### src/rtl/pll_search_pkg.sv
package pll_search_pkg;
    // Reference clock in units of 10 Hz (14318.18 kHz x 100)
    localparam int unsigned REF_X100 = 1431818;
    localparam int unsigned REF_HALF = 715909;
    localparam int          REF_W    = 21;
    localparam int          M_LO     = 3;
    localparam int          M_HI     = 129;
    localparam int          N1_LO    = 3;
    localparam int          N1_HI    = 33;
    localparam int          N2_HI    = 3;
    localparam int          M_SEED   = 127;
    localparam int          N1_SEED  = 18;
    localparam int          N2_SEED  = 2;
    localparam int          DEN_W    = 9;

    typedef enum logic [1:0] {
        ST_IDLE = 2'd0,
        ST_KICK = 2'd1,
        ST_WAIT = 2'd2
    } search_st_e;
endpackage

### src/rtl/pll_round_div.sv
module pll_round_div #(
    parameter int W  = 36,
    parameter int DW = 21
) (
    input  logic          clk,
    input  logic          rst_n,
    input  logic          go,
    input  logic [W-1:0]  numer,
    input  logic [DW-1:0] denom,
    output logic [W-1:0]  quo,
    output logic          fin
);
    localparam int CW = $clog2(W + 1);

    typedef struct packed {
        logic          busy;
        logic [CW-1:0] cnt;
        logic [DW-1:0] rem;
        logic [W-1:0]  acc;
        logic          fin;
    } div_t;

    div_t        s_d, s_q;
    logic [DW:0] trial;
    logic        ge;

    always_comb begin
        s_d   = s_q;
        s_d.fin = 1'b0;
        trial = {s_q.rem, s_q.acc[W-1]};
        ge    = trial >= {1'b0, denom};
        if (go) begin
            s_d.busy = 1'b1;
            s_d.cnt  = CW'(W);
            s_d.rem  = '0;
            s_d.acc  = numer;
        end else if (s_q.busy) begin
            s_d.rem = ge ? DW'(trial - {1'b0, denom}) : trial[DW-1:0];
            s_d.acc = {s_q.acc[W-2:0], ge};
            s_d.cnt = s_q.cnt - 1'b1;
            if (s_q.cnt == CW'(1)) begin
                s_d.busy = 1'b0;
                s_d.fin  = 1'b1;
            end
        end
    end

    always_ff @(posedge clk) begin
        if (!rst_n) s_q <= '0;
        else        s_q <= s_d;
    end

    assign quo = s_q.acc;
    assign fin = s_q.fin;

    // a new division is only launched on an idle divider
    assert_div_idle_on_go_R3: assert property (@(posedge clk) disable iff (!rst_n)
        go |-> !s_q.busy);
    // the quotient-ready strobe is a single cycle
    assert_div_fin_pulse_R3: assert property (@(posedge clk) disable iff (!rst_n)
        fin |=> !fin);
endmodule

### src/rtl/pll_cand_eval.sv
module pll_cand_eval
    import pll_search_pkg::*;
#(
    parameter int FREQ_W = 20,
    parameter int PROD_W = 36
) (
    input  logic [PROD_W-1:0] tgt,
    input  logic [PROD_W-1:0] quo,
    input  logic [5:0]        n1,
    input  logic [1:0]        n2,
    input  logic [FREQ_W-1:0] vmin,
    input  logic [FREQ_W-1:0] vmax,
    input  logic [PROD_W-1:0] best_num,
    input  logic [DEN_W-1:0]  best_den,
    output logic              better,
    output logic [7:0]        m8,
    output logic [PROD_W-1:0] err,
    output logic [DEN_W-1:0]  den
);
    localparam int XW = PROD_W + 1;
    localparam int CW = PROD_W + DEN_W;

    logic          m_ok, in_win;
    logic [XW-1:0] refm, lo, hi, tgt_x, diff;
    logic [CW-1:0] lhs, rhs;

    always_comb begin
        m_ok   = (quo >= PROD_W'(M_LO)) && (quo <= PROD_W'(M_HI));
        m8     = quo[7:0];
        refm   = XW'(REF_X100) * XW'(m8);
        lo     = XW'(vmin) * XW'(100) * XW'(n1);
        hi     = XW'(vmax) * XW'(100) * XW'(n1);
        in_win = (refm >= lo) && (refm <= hi);
        tgt_x  = XW'(tgt);
        diff   = (tgt_x >= refm) ? tgt_x - refm : refm - tgt_x;
        err    = PROD_W'(diff);
        den    = DEN_W'({3'b000, n1} << n2);
        lhs    = CW'(err) * CW'(best_den);
        rhs    = CW'(best_num) * CW'(den);
        better = m_ok && in_win && (lhs < rhs);
    end
endmodule

### src/rtl/pll_param_search.sv
module pll_param_search
    import pll_search_pkg::*;
#(
    parameter int FREQ_W = 20
) (
    input  logic              clk,
    input  logic              rst_n,
    input  logic              start,
    input  logic [FREQ_W-1:0] freq_khz,
    input  logic [1:0]        min_n2,
    input  logic [FREQ_W-1:0] vco_min_khz,
    input  logic [FREQ_W-1:0] vco_max_khz,
    output logic              busy,
    output logic              done,
    output logic              ok,
    output logic [7:0]        m_byte,
    output logic [7:0]        n_byte
);
    // f*100 needs 7 more bits, N1 6 bits, 2^N2 3 bits
    localparam int PROD_W = FREQ_W + 16;

    typedef struct packed {
        search_st_e        st;
        logic [FREQ_W-1:0] fin;
        logic [FREQ_W-1:0] vmin;
        logic [FREQ_W-1:0] vmax;
        logic [1:0]        n2;
        logic [5:0]        n1;
        logic [PROD_W-1:0] b_num;
        logic [DEN_W-1:0]  b_den;
        logic [7:0]        b_m;
        logic [5:0]        b_n1;
        logic [1:0]        b_n2;
        logic              done;
        logic              ok;
        logic [7:0]        m_out;
        logic [7:0]        n_out;
    } ctl_t;

    ctl_t              r_d, r_q;
    logic              too_low, too_high, last;
    logic [PROD_W-1:0] tgt, numer, quo, err;
    logic              div_go, div_fin, better;
    logic [7:0]        m8, nb_m;
    logic [DEN_W-1:0]  den;
    logic [5:0]        nb_n1;
    logic [1:0]        nb_n2;

    assign too_low  = freq_khz < (vco_min_khz >> 3);
    assign too_high = freq_khz > (vco_max_khz >> min_n2);
    assign tgt      = (PROD_W'(r_q.fin) * PROD_W'(100) * PROD_W'(r_q.n1)) << r_q.n2;
    assign numer    = tgt + PROD_W'(REF_HALF);
    assign div_go   = (r_q.st == ST_KICK);

    pll_round_div #(.W(PROD_W), .DW(REF_W)) u_div (
        .clk   (clk),
        .rst_n (rst_n),
        .go    (div_go),
        .numer (numer),
        .denom (REF_W'(REF_X100)),
        .quo   (quo),
        .fin   (div_fin)
    );

    pll_cand_eval #(.FREQ_W(FREQ_W), .PROD_W(PROD_W)) u_eval (
        .tgt      (tgt),
        .quo      (quo),
        .n1       (r_q.n1),
        .n2       (r_q.n2),
        .vmin     (r_q.vmin),
        .vmax     (r_q.vmax),
        .best_num (r_q.b_num),
        .best_den (r_q.b_den),
        .better   (better),
        .m8       (m8),
        .err      (err),
        .den      (den)
    );

    always_comb begin
        r_d      = r_q;
        r_d.done = 1'b0;
        nb_m     = better ? m8     : r_q.b_m;
        nb_n1    = better ? r_q.n1 : r_q.b_n1;
        nb_n2    = better ? r_q.n2 : r_q.b_n2;
        last     = (r_q.n2 == 2'(N2_HI)) && (r_q.n1 == 6'(N1_HI));
        unique case (r_q.st)
            ST_IDLE: begin
                if (start) begin
                    if (too_low || too_high) begin
                        r_d.done = 1'b1;
                        r_d.ok   = 1'b0;
                    end else begin
                        r_d.st    = ST_KICK;
                        r_d.fin   = freq_khz;
                        r_d.vmin  = vco_min_khz;
                        r_d.vmax  = vco_max_khz;
                        r_d.n2    = min_n2;
                        r_d.n1    = 6'(N1_LO);
                        r_d.b_num = PROD_W'(freq_khz) * PROD_W'(100);
                        r_d.b_den = DEN_W'(1);
                        r_d.b_m   = 8'(M_SEED);
                        r_d.b_n1  = 6'(N1_SEED);
                        r_d.b_n2  = 2'(N2_SEED);
                    end
                end
            end
            ST_KICK: r_d.st = ST_WAIT;
            ST_WAIT: begin
                if (div_fin) begin
                    if (better) begin
                        r_d.b_num = err;
                        r_d.b_den = den;
                    end
                    r_d.b_m  = nb_m;
                    r_d.b_n1 = nb_n1;
                    r_d.b_n2 = nb_n2;
                    if (last) begin
                        r_d.st    = ST_IDLE;
                        r_d.done  = 1'b1;
                        r_d.ok    = 1'b1;
                        r_d.m_out = nb_m - 8'd2;
                        r_d.n_out = {1'b0, nb_n2, 5'(nb_n1 - 6'd2)};
                    end else begin
                        r_d.st = ST_KICK;
                        if (r_q.n1 == 6'(N1_HI)) begin
                            r_d.n1 = 6'(N1_LO);
                            r_d.n2 = r_q.n2 + 2'd1;
                        end else begin
                            r_d.n1 = r_q.n1 + 6'd1;
                        end
                    end
                end
            end
            default: r_d.st = ST_IDLE;
        endcase
    end

    always_ff @(posedge clk) begin
        if (!rst_n) r_q <= '0;
        else        r_q <= r_d;
    end

    assign busy   = (r_q.st != ST_IDLE);
    assign done   = r_q.done;
    assign ok     = r_q.ok;
    assign m_byte = r_q.m_out;
    assign n_byte = r_q.n_out;

    // completion strobe lasts one cycle
    assert_done_pulse_R7: assert property (@(posedge clk) disable iff (!rst_n)
        done |=> !done);
    // result outputs move only together with done
    assert_out_hold_R7: assert property (@(posedge clk) disable iff (!rst_n)
        (!$stable(m_byte) || !$stable(n_byte) || !$stable(ok)) |-> done);
    // a rejected request keeps the previous bytes
    assert_reject_keep_R2: assert property (@(posedge clk) disable iff (!rst_n)
        (done && !ok) |-> ($stable(m_byte) && $stable(n_byte)));
    // packed bytes stay inside their legal fields
    assert_pack_fields_R6: assert property (@(posedge clk) disable iff (!rst_n)
        (done && ok) |-> (!n_byte[7] && n_byte[4:0] != 5'd0 && m_byte >= 8'd1 && m_byte <= 8'd127));
    // a start seen while searching leaves the latched request alone
    assert_busy_ignore_R8: assert property (@(posedge clk) disable iff (!rst_n)
        (busy && start) |=> $stable(r_q.fin));
    // the inner index never leaves its sweep span
    assert_n1_span_R3: assert property (@(posedge clk) disable iff (!rst_n)
        busy |-> (r_q.n1 >= 6'(N1_LO) && r_q.n1 <= 6'(N1_HI)));
    // busy is down whenever done is raised
    assert_busy_done_R9: assert property (@(posedge clk) disable iff (!rst_n)
        done |-> !busy);
endmodule

### config.mk
export PLATFORM = sky130hd
export DESIGN_NAME = pll_param_search
export DESIGN_NICKNAME = d
export VERILOG_FILES = /design/src/rtl/pll_search_pkg.sv /design/src/rtl/pll_round_div.sv /design/src/rtl/pll_cand_eval.sv /design/src/rtl/pll_param_search.sv
export SDC_FILE = /design/constraint.sdc
export NUM_CORES = 2
export LEC_CHECK = 0
export BUFFER_PORTS_ARGS = -buffer_cell sky130_fd_sc_hd__buf_2
export CORE_ASPECT_RATIO = 0.6
export CORE_MARGIN = 4
export CORE_UTILIZATION = 60
export CTS_BUF_LIST = sky130_fd_sc_hd__clkbuf_8
export DETAILED_ROUTE_END_ITERATION = 6
export PLACE_DENSITY = 0.87
export SETUP_SLACK_MARGIN = 0.1
export SYNTH_ARGS = -nofsm -noshare
export SYNTH_HDL_FRONTEND = slang
export SYNTH_SLANG_ARGS = --single-unit
### constraint.sdc
create_clock -name clk -period 57 [get_ports clk]
set_input_delay 5.7 -clock clk [delete_from_list [all_inputs] [get_ports clk]]
set_output_delay 5.7 -clock clk [all_outputs]
set_load 0.01 [all_outputs]
---- Yosys cells after proc, flatten, opt, wreduce, memory -nomap -nowiden ----
Index checks and enable logic that the tools add are counted.
storage, ports and cells
  register bits ........................... 213
  latch bits .............................. 0
  RAM bits ................................ 0
  bits in read-only memories .............. 0
  memories kept ........................... 0
operators by class
  magnitude comparators ................... 9
  equal/unequal tests ..................... 13
  reduce and logical (&&, ||, !) cells .... 20
  shift-type cells ........................ 3
  divide/modulo/power cells ............... 0
  add/sub/neg operators ................... 9
  multipliers ............................. 10
  bitwise operators ....................... 3
  mux-type cells .......................... 22
operators with widths
  kind                      count
  $pmux W71 S2              1
  $mux W133                 1
  $mux W131                 1
  $mul A20 B5 Y25 const B   4
  $mul A25 B6 Y31           3
  $mul A36 B9 Y45           2
  $mux W87                  1
  $mux W65                  1
  $mux W64                  1
  $lt A45 B45 Y1            1
  $mux W45                  1
  $add A36 B20 Y36 const B  1
  $ge A36 B2 Y1 const B     1
  $ge A36 B29 Y1            1
  $le A36 B8 Y1 const B     1
  $mux W36                  1
  $shl A33 B2 Y36           1
  $sub A29 B36 Y36          1
  $sub A36 B29 Y36          1
  $ge A29 B33 Y1            1
  $le A29 B33 Y1            1
  $mul A20 B8 Y28 const A   1
  $ge A22 B21 Y1 const B    1
  $mux W21                  1
  33 further kinds          59

---- Depth between registers and ports, before layout ----
  depth after elaboration ................. 13
  mapped depth ............................ 91

---- Modules after synthesis ----
Synthesis repeated with hierarchy kept, for this count alone.
second synthesis, totals
  cells, all modules ...................... 7,523
  area total of the unflattened synthesis .. 62,028.2 um2
by module, submodules not included
  module            seq. area each (um2)  area an instance (um2)  instances  cells an instance
  pll_cand_eval     0.0                   39,880.7                1          4,843
  pll_param_search  2,942.8               17,709.5                1          2,117
  pll_round_div     1,301.2               4,438.0                 1          563

---- Least setup slack after synthesis ----
No wires, ideal clock.
  kind .................................... register -> register
  start point ............................. register r_q[129] in the netlist's numbering
  end point ............................... register r_q (netlist bit m_byte[7])
  clock period less this slack ............ 18.647 ns
  cell stages (with the launch flop) ...... 85
  arrival time ............................ 18.532 ns
  path buffers ............................ 5
  data required time ...................... 56.885 ns
  setup slack ............................. 38.353 ns
  cell sequence ........................... dfxtp_1 ha_1 ha_1 fa_1 ha_1 nor2b_1 o21ai_0 a21boi_0 o21ai_0 a21boi_0 o21a_1 nor2_1 o21ai_0 o21a_1 a21oi_1 xnor2_1 and2_1 fa_1 [... 49 more ...] nand2_1 nor4_1 a2111oi_0 nand4_1 a2111oi_2 o2111ai_1 nor4_1 o211ai_1 buf_2 buf_1 a21oi_1 ha_1 nand2_1 nor3_1 xor2_1 mux2i_1 o21ai_0 and2_1
on the way
  cells in the longest elaborated chain, start to end .. 10
  elaborated cells between the ends (all ways) .. 12
  classes of those cells .................. add/sub: 3; mul: 3; order compare: 2; shift: 1; mux: 2; reduce/logical: 1
ends and longest elaborated chain
  what                                            line                     RTL
  start: declaration                              pll_param_search.sv:40   ctl_t r_d, r_q;
  start signal: assignment                        pll_param_search.sv:141  else r_q <= r_d;
  $mul A20 B5 Y25 (*)                             pll_param_search.sv:51   assign tgt = (PROD_W'(r_q.fin) * PROD_W'(100) * PROD_W'(r_q.n1)) << r_q.n2;
  $mul A25 B6 Y31 (*)                             pll_param_search.sv:51
  $shl A33 B2 Y36 (*)                             pll_param_search.sv:51
  $sub A29 B36 Y36, or another cell as far along  pll_cand_eval.sv:35      diff = (tgt_x >= refm) ? tgt_x - refm : refm - tgt_x;
  $mux W36 (*)                                    pll_cand_eval.sv:35
  $mul A36 B9 Y45 (*)                             pll_cand_eval.sv:38      lhs = CW'(err) * CW'(best_den);
  $lt A45 B45 Y1 (*)                              pll_cand_eval.sv:40      better = m_ok && in_win && (lhs < rhs);
  $logic_and A1 B1 Y1 (*)                         pll_cand_eval.sv:40
  $mux W8 (*)                                     pll_param_search.sv:83   nb_m = better ? m8 : r_q.b_m;
  $sub A8 B2 Y8 (*)                               pll_param_search.sv:122  r_d.m_out = nb_m - 8'd2;
Mark *: on every way between the ends. The rest lies on a longest branch, timed or not.
A chain may end at the register's enable or synchronous reset.

---- Final worst setup path ----
Ends and elaborated chain as after synthesis.

==> flow_summary.json <==
{
  "status": "finished with violations",
  "violations": "DRC, capacitance limit, slew limit",
  "tightest_slew_ns": 1.565,
  "leakage_uw": 0.03272,
  "cpPeakStageDelay_ns": 0.77,
  "crit_family": "compound AO/OA/AOI/OAI gates",
  "finalSetupTns_ns": 0,
  "finalHoldViolCount": 0,
  "synthesis.area_mm2": 0.05977,
  "vias_per_cell": 6.147,
  "critical-path-slowest-cell": "xor2_1",
  "wl_per_cell_um": 21.91,
  "drtPass1Iterations": 7,
  "grt_pass1_vias": 51779,
  "synth_edf_count": 0,
  "synth_area_per_cell_um2": 8.260,
  "worst-path-stages": 82,
  "rr_worst_depth": 82,
  "drt_wl_total_um": 186100,
  "period_share": 0.4002,
  "synth_cell_type_count": 97,
  "power_uw": 1131,
  "grt_first_pass_wirelength_um": 294400,
  "die_h_um": 252.5,
  "ys.warnings.count": 0,
  "synth_seq_area_share": 0.07067,
  "met1Wirelength_um": 77730,
  "clk_path_buf_depth": 3,
  "ys_ff_latch": 211,
  "netlist_instances": 7236,
  "cts-root-buf": "clkbuf_8",
  "p_int_uw": 489.7,
  "core_mm2": 0.09855,
  "rsz0062_at_grt": "false",
  "power_density_mw_per_mm2": 18.21,
  "reg2reg_from": "r_q[129]$_SDFFE_PN0P_",
  "grt-ovfl-total": 0,
  "drive_gt1_frac": 0.04650,
  "synth_common_cells": "1252 x inv_1, 980 x nand2_1, 841 x fa_1",
  "cts_max_level": 2,
  "clkSinkCount": 211,
  "r2r_end": "m_byte[7]$_SDFFE_PN0P_",
  "ir_worst_vdd_uv": 27.55,
  "dr_wl_met2_um": 72300,
  "hold_class": "register to register",
  "pwr-share-clk": 0.156,
  "cts_resized": 0,
  "io_buffers": 82,
  "dr_wl_met3_um": 30500,
  "setup_violations": 0,
  "place_congestion": 1.075,
  "slew_viol_final": 2,
  "crit_path_end_kind": "register",
  "crit_arrival_ns": 23.37,
  "synth_top_area_cell": "fa_1",
  "dr.max_layer_used": "met5",
  "dp_cells": 8408,
  "worstPathMaxFanout": 32,
  "pwr-share-seq": 0.154,
  "drc": 2,
  "io-pin-count": 84,
  "fillers": 8139,
  "crit_end": "m_byte[7]$_SDFFE_PN0P_",
  "dr_total_vias": 52205,
  "ys_top_cells_by_area": "fa_1 28%, ha_1 16%, inv_1 7.9%",
  "cts_buffers": 39,
  "cts_hold_buf": 0,
  "ant_nets": 0,
  "fin_crit_ns": 22.81,
  "fin_nets": 8812,
  "fin_skew_ns": 0.08413,
  "swShare": 0.5671,
  "cts_tree": "built",
  "floorplan.initialDensity": 0.6065,
  "drtIter0Drc": 6036,
  "power_frac_comb": 0.690,
  "drv_cap": 1,
  "relSlewSlack": -0.05162,
  "rows": 89,
  "timing.fmax_ghz": 0.04384,
  "switchingPower_uw": 641.4,
  "synthFlopType": "dfxtp_1",
  "worst_ep_required_time_ns": 57.56,
  "die_x_um": 415.5,
  "dp_hpwl_um": 152500,
  "clk_latency_ns": 0.68,
  "antenna_found_initial": 15,
  "synth_top_area_share": 0.2817,
  "crit_path_start": "r_q[129]$_SDFFE_PN0P_",
  "grt_max_degree": 155,
  "critPathLaunchType": "register",
  "synthToLayoutAreaGrowth_pct": 3.948,
  "grt_usage": 0.3550,
  "clkTransAtPathRegs_ns": 0.08,
  "reg2reg_setup_slack_ns": 34.19,
  "synthArstFlopShare": 0,
  "layoutNonFillerInstCount": 8493,
  "synth.most_common_cell": "inv_1",
  "die_area_mm2": 0.1049,
  "crit_buf_inv": 8,
  "postCtsSetupBuffers": 0,
  "critical_path_class": "register to register"
}
[stage by stage]
stage                     hold WS (ns)  utilization  cell area, um^2  setup WS (ns)
after global placement          0.4532       0.6211            61210          35.78
final                           0.4808       0.6304            62130          34.19
after detailed placement        0.4686       0.6211            61210          34.80
after global routing            0.5032       0.6302            62110          32.89
after floorplan                 0.4438            -            59790          38.35
after CTS                       0.4779       0.6301            62090          34.73
[metal layers]
layer	GRT usage	vias up
met1	0.5120	25411
met3	0.1551	424
met2	0.4803	3224
met5	0.01338	-
li1	-	23134
met4	0.09521	12
[worst register-to-register path, delay by kind of cell, from the launching register on]
kind                     cells  cell delay (ns)
adder cells (fa/ha/maj)     16             6.71
AO/OA/AOI/OAI               33             8.51
multiplexers                 4             1.02
AND/OR/NAND/NOR             17             3.49
XOR/XNOR                     4             1.36
flip-flops                   1             0.48
buffers and inverters        8             1.14
[power by group through the flow]
| stage | Combinational, uW | Clock (uW) | Sequential, uW |
|---|---|---|---|
| after detailed placement | 734 | 0 | 176 |
| after global placement | 717 | 0 | 176 |
| after floorplan | 476 | 0 | 165 |
| after global routing | 825 | 184 | 175 |
| after CTS | 738 | 177 | 173 |
| final | 781 | 176 | 174 |
[worst min-delay path by stage]
stage                               start                         end  cells after the start
2_1_floorplan      m_byte[1]$_SDFFE_PN0P_      m_byte[1]$_SDFFE_PN0P_                      2
3_3_place_gp       m_byte[4]$_SDFFE_PN0P_      m_byte[4]$_SDFFE_PN0P_                      2
3_5_place_dp   u_div.s_q[57]$_SDFFE_PP0P_  u_div.s_q[57]$_SDFFE_PP0P_                      2
4_1_cts        u_div.s_q[57]$_SDFFE_PP0P_  u_div.s_q[57]$_SDFFE_PP0P_                      2
5_1_grt        u_div.s_q[57]$_SDFFE_PP0P_  u_div.s_q[57]$_SDFFE_PP0P_                      2
6_report       u_div.s_q[57]$_SDFFE_PP0P_  u_div.s_q[57]$_SDFFE_PP0P_                      2
[kinds of logic after synthesis]
logic type,count (synthesis),share of synthesized area
AO/OA/AOI/OAI,1223,0.1361
multiplexers,126,0.02493
flip-flops,211,0.07067
other,2,0.0001256
AND/OR/NAND/NOR,2193,0.1777
buffers and inverters,1556,0.09927
XOR/XNOR,309,0.04729
adder cells (fa/ha/maj),1616,0.4439
[registers in the layout (all words and copies together) (netlist names)]
signal,count
u_div.s_q,28
u_div.fin,1
r_q,129
u_div.quo,36
n_byte,7
m_byte,8
ok,1
done,1
[final cells by class]
cell class | instances | area, um^2 | area share
timing repair buffer | 151 | 943.4 | 0.01518
sequential | 211 | 4239 | 0.06823
clock inverter | 23 | 207.7 | 0.003343
clock buffer | 49 | 674.4 | 0.01085
multi-input combinational | 5475 | 49680 | 0.7996
inverter | 1253 | 4703 | 0.07570
tap | 1319 | 1650 | 0.02656
antenna | 12 | 30.03 | 0.0004833
[placed cells by master, fill, tap and decap left out, types with 146 or more instances in the layout]
| cell type | count |
|---|---|
| a21oi_1 | 327 |
| ha_1 | 775 |
| inv_1 | 1257 |
| dfxtp_1 | 201 |
| and2_1 | 451 |
| nand2_1 | 980 |
| xnor2_1 | 173 |
| a21o_1 | 146 |
| fa_1 | 841 |
| nor2_1 | 219 |
| o21ai_0 | 209 |
Note: power is estimated with default switching activity, not from simulation.
